==> src/rtl/irqc_pkg.sv <==
package irqc_pkg;
  localparam int STAT_W  = 8;
  localparam int TX_POS  = 0;
  localparam int RX_POS  = 3;
  localparam logic [STAT_W-1:0] MASK_RST = '1;
endpackage

==> src/rtl/irqc_evt_latch.sv <==
module irqc_evt_latch (
  input  logic clk,
  input  logic rst_n,
  input  logic evt_i,
  input  logic clr_i,
  output logic stat_o,
  output logic nxt_o
);
  logic stat_q;

  // A new event wins over a clear in the same cycle.
  always_comb nxt_o = evt_i | (stat_q & ~clr_i);

  always_ff @(posedge clk or negedge rst_n) begin
    if (!rst_n) stat_q <= 1'b0;
    else        stat_q <= nxt_o;
  end

  assign stat_o = stat_q;
endmodule

==> src/rtl/irqc_mask_reg.sv <==
module irqc_mask_reg #(
  parameter int W = 8,
  parameter logic [W-1:0] RST_VAL = '1
) (
  input  logic         clk,
  input  logic         rst_n,
  input  logic         wr_i,
  input  logic [W-1:0] wdata_i,
  output logic [W-1:0] mask_o,
  output logic [W-1:0] nxt_o
);
  logic [W-1:0] mask_q;

  always_comb nxt_o = wr_i ? wdata_i : mask_q;

  always_ff @(posedge clk or negedge rst_n) begin
    if (!rst_n) mask_q <= RST_VAL;
    else        mask_q <= nxt_o;
  end

  assign mask_o = mask_q;
endmodule

==> src/rtl/irqc_irq_gen.sv <==
module irqc_irq_gen #(
  parameter int W = 8
) (
  input  logic         clk,
  input  logic         rst_n,
  input  logic [W-1:0] stat_nxt_i,
  input  logic [W-1:0] mask_nxt_i,
  output logic         irq_n_o
);
  logic irq_n_q;
  logic any_live;

  // Registered from next-state values: the line follows the registers with no lag
  // and changes only at clock edges.
  always_comb any_live = |(stat_nxt_i & ~mask_nxt_i);

  always_ff @(posedge clk or negedge rst_n) begin
    if (!rst_n) irq_n_q <= 1'b1;
    else        irq_n_q <= ~any_live;
  end

  assign irq_n_o = irq_n_q;
endmodule

==> src/rtl/radio_irq_ctrl.sv <==
module radio_irq_ctrl #(
  parameter int W      = irqc_pkg::STAT_W,
  parameter int TX_POS = irqc_pkg::TX_POS,
  parameter int RX_POS = irqc_pkg::RX_POS,
  parameter logic [W-1:0] MASK_RST = irqc_pkg::MASK_RST
) (
  input  logic         clk,
  input  logic         rst_n,
  input  logic         tx_done_i,
  input  logic         rx_done_i,
  input  logic         stat_rd_i,
  output logic [W-1:0] stat_rdata_o,
  input  logic         mask_wr_i,
  input  logic [W-1:0] mask_wdata_i,
  output logic [W-1:0] mask_o,
  output logic         irq_n_o
);
  logic [W-1:0] evt_vec;
  logic [W-1:0] stat_vec;
  logic [W-1:0] stat_nxt;
  logic [W-1:0] mask_nxt;

  always_comb begin
    evt_vec = '0;
    evt_vec[TX_POS] = tx_done_i;
    evt_vec[RX_POS] = evt_vec[RX_POS] | rx_done_i;
  end

  for (genvar i = 0; i < W; i++) begin : g_stat
    if (i == TX_POS || i == RX_POS) begin : g_src
      irqc_evt_latch u_latch (
        .clk    (clk),
        .rst_n  (rst_n),
        .evt_i  (evt_vec[i]),
        .clr_i  (stat_rd_i),
        .stat_o (stat_vec[i]),
        .nxt_o  (stat_nxt[i])
      );
    end else begin : g_none
      assign stat_vec[i] = 1'b0;
      assign stat_nxt[i] = 1'b0;
    end
  end

  irqc_mask_reg #(.W(W), .RST_VAL(MASK_RST)) u_mask (
    .clk     (clk),
    .rst_n   (rst_n),
    .wr_i    (mask_wr_i),
    .wdata_i (mask_wdata_i),
    .mask_o  (mask_o),
    .nxt_o   (mask_nxt)
  );

  irqc_irq_gen #(.W(W)) u_irq (
    .clk        (clk),
    .rst_n      (rst_n),
    .stat_nxt_i (stat_nxt),
    .mask_nxt_i (mask_nxt),
    .irq_n_o    (irq_n_o)
  );

  assign stat_rdata_o = stat_vec;
endmodule

==> config.mk <==
export PLATFORM = sky130hd
export DESIGN_NAME = radio_irq_ctrl
export DESIGN_NICKNAME = d
export VERILOG_FILES = /design/src/rtl/irqc_pkg.sv /design/src/rtl/irqc_evt_latch.sv /design/src/rtl/irqc_mask_reg.sv /design/src/rtl/irqc_irq_gen.sv /design/src/rtl/radio_irq_ctrl.sv
export SDC_FILE = /design/constraint.sdc
export NUM_CORES = 1
export LEC_CHECK = 0
export ABC_AREA = 1
export BUFFER_PORTS_ARGS = -buffer_cell sky130_fd_sc_hd__buf_2
export CORE_UTILIZATION = 40
export DETAILED_ROUTE_END_ITERATION = 12
export PLACE_DENSITY = 0.82
export SETUP_SLACK_MARGIN = 0.2
export SLEW_MARGIN = 25
export SYNTH_ARGS = -nofsm -noshare
export SYNTH_HDL_FRONTEND = slang
export SYNTH_SLANG_ARGS = --single-unit
==> constraint.sdc <==
create_clock -name clk -period 1 [get_ports clk]
set_input_delay 0.05 -clock clk [delete_from_list [all_inputs] [get_ports clk]]
set_output_delay 0.05 -clock clk [all_outputs]
set_load 0.005 [all_outputs]
==> results.json <==
{
  "outcome": "complete, no violations",
  "fin_nets": 113,
  "drt_first_pass_iters": 4,
  "critPathCaptureType": "output pin",
  "root_buffer": "clkbuf_4",
  "hold_end": "g_stat[3].g_src.u_latch.stat_o$_DFF_PN0_",
  "drc": 0,
  "hold_viol_final": 0,
  "wire_per_inst_um": 9.25,
  "antenna_found_initial": 0,
  "maxCapViolations": 0,
  "synth_cell_types": 9,
  "crit_arrival_ps": 900,
  "stdcell_count": 112,
  "cp.required_ps": 950,
  "p_leak_nw": 0.444,
  "clock.fmax_mhz": 1050,
  "cts_buffer_depth": 2,
  "power.total_w": 0.00103,
  "ys_warn_count": 0,
  "ys_seq_area_share_pct": 53.9,
  "synth_top_family_by_area": "simple AND/OR/NAND/NOR gates",
  "die_area_mm2": 0.00148,
  "io_buffers": 24,
  "die_h_um": 38.5,
  "path_buf_inv": 1,
  "syn_avg_cell_area_um2": 8.44,
  "r2r-end": "u_irq.irq_n_o$_DFF_PN1_",
  "gp_congestion": 0.660,
  "cp_top_family": "flip-flops",
  "synthMuxAreaShare_pct": 0,
  "gr-usage-all-layers_pct": 17.4,
  "n_antenna_cell": 0,
  "ys_ff_latch": 11,
  "drive_gt1_share_pct": 51.0,
  "grt_max_degree": 12,
  "cts_buffers": 3,
  "synth_compound_area_share_pct": 0,
  "ioPinCount": 31,
  "hold_path.class": "in -> reg",
  "power.density_mw_per_mm2": 1340,
  "syn_area_um2": 532,
  "start_util_pct": 45.4,
  "fin_tns_setup_ps": 0,
  "grt_overflow": 0,
  "cts.htree.levels": 1,
  "crit_path_top_delay_cell": "dfstp_2",
  "grt_pass1_wl_um": 1660,
  "syn_to_final_growth_pct": 45.4,
  "grt_pass1_vias": 416,
  "worst_hold_startpoint": "rx_done_i",
  "synthAdderAreaFrac_pct": 0,
  "r2r_cells": 6,
  "period_needed_ps": 950,
  "via_count": 448,
  "placed_cells": 97,
  "num_rows": 12,
  "avgViaCountPerCell": 4.00,
  "netlist_instances": 63,
  "finalCritPeriodShare_pct": 95.0,
  "crit_path_max_fanout": 2,
  "synth-simple-area-share_pct": 23.3,
  "r2r_slack_ps": 120,
  "synth-xor-area-share_pct": 0,
  "die_x_um": 38.5,
  "skew_ps": 0.182,
  "setup_viol": 0,
  "cp-start-kind": "flop",
  "timing.rr.start": "u_mask.mask_o[3]$_DFF_PN1_",
  "crit_path_max_incr_delay_ps": 540,
  "dpl.hpwl_um": 696,
  "ant_nets": 0,
  "finalWirelength_um": 1040,
  "rsz0062_at_grt": "yes",
  "clk_pin_slew_ps": 70,
  "insertion_delay_ps": 260,
  "core_mm2": 0.00117,
  "hold_depth": 3,
  "cts_sinks": 11,
  "drt_iter0_drc": 2,
  "cp_cell_sequence": "buf_2",
  "vdd_drop_max_mv": 0.714,
  "cts_tree": "built",
  "drv_slew": 0,
  "path_class": "reg -> out"
}
[synth_stat cells]
master | count | share of area (%)
buf_4 | 8 | 11
inv_6 | 1 | 1.6
nand2_1 | 28 | 20
buf_6 | 1 | 2.1
inv_1 | 10 | 7.1
nand2_2 | 3 | 3.5
dfstp_2 | 9 | 44
conb_1 | 1 | 0.71
dfrtp_1 | 2 | 9.4
[metrics by stage]
stage | area, µm² | setup WS [ps] | utilization (%) | hold slack [ps]
CTS | 741 | 33.6 | 63.2 | 18.0
global route | 773 | 11.8 | 66.0 | 40.9
global placement | 617 | 144 | 52.7 | -79.0
floorplan | 551 | 167 | - | -246
detailed placement | 617 | 144 | 52.7 | -72.4
finish | 773 | 49.5 | 66.0 | 25.1
[routing by layer]
metal  part of all wire [%]  wire (µm)  GRT usage, %
met3                    4.4         46          5.23
met5                      0          0             0
met4                    1.3         13          10.3
met1                     43        444          20.6
met2                     51        533          27.5
[cells by family after synthesis]
logic type / count (synthesis)
and+or+nand+nor: 31
buffers and inverters: 20
DFF: 11
other: 1
[final cells by class]
type	count	area [µm²]
Sequential cell	11	287
Tap cell	14	17.5
Timing Repair Buffer	35	243
Fill cell	110	398
Multi-Input combinational cell	37	154
Inverter	11	46.3
Clock buffer	4	26.3
[placed cells by master, fill, tap and decap left out]
cell	instances
buf_2	22
buf_4	1
buf_6	4
clkbuf_1	1
clkbuf_4	3
conb_1	6
dfrtp_1	2
dfstp_2	9
dlygate4sd3_1	8
inv_1	6
inv_2	4
inv_6	1
nand2_1	25
nand2_2	6
[worst max path at each step]
stage                               start                       to  cells after the start
4_1_cts        u_mask.mask_o[3]$_DFF_PN1_                mask_o[3]                      1
3_3_place_gp   u_mask.mask_o[0]$_DFF_PN1_  u_irq.irq_n_o$_DFF_PN1_                      6
5_1_grt                              flop                mask_o[2]                      1
3_5_place_dp   u_mask.mask_o[0]$_DFF_PN1_  u_irq.irq_n_o$_DFF_PN1_                      6
6_report       u_mask.mask_o[0]$_DFF_PN1_                mask_o[0]                      1
2_1_floorplan  u_mask.mask_o[0]$_DFF_PN1_  u_irq.irq_n_o$_DFF_PN1_                      6
[where the power goes]
group	switching (W)	leakage [nW]	internal (W)
logic	0.0000952	0.313	0.000115
registers	0.0000215	0.116	0.000510
clock network	0.000138	0.0150	0.000154
[repair_timing]
action | 4_1_cts | 5_1_grt
hold buffers | 8 | 0
setup buffers | 2 | 1
setup endpoints to repair | 12 | 16
hold endpoints to repair | 18 | 0
resized for setup | 1 | 8
pin swaps | 3 | 5
(Power assumes the default switching activity.)
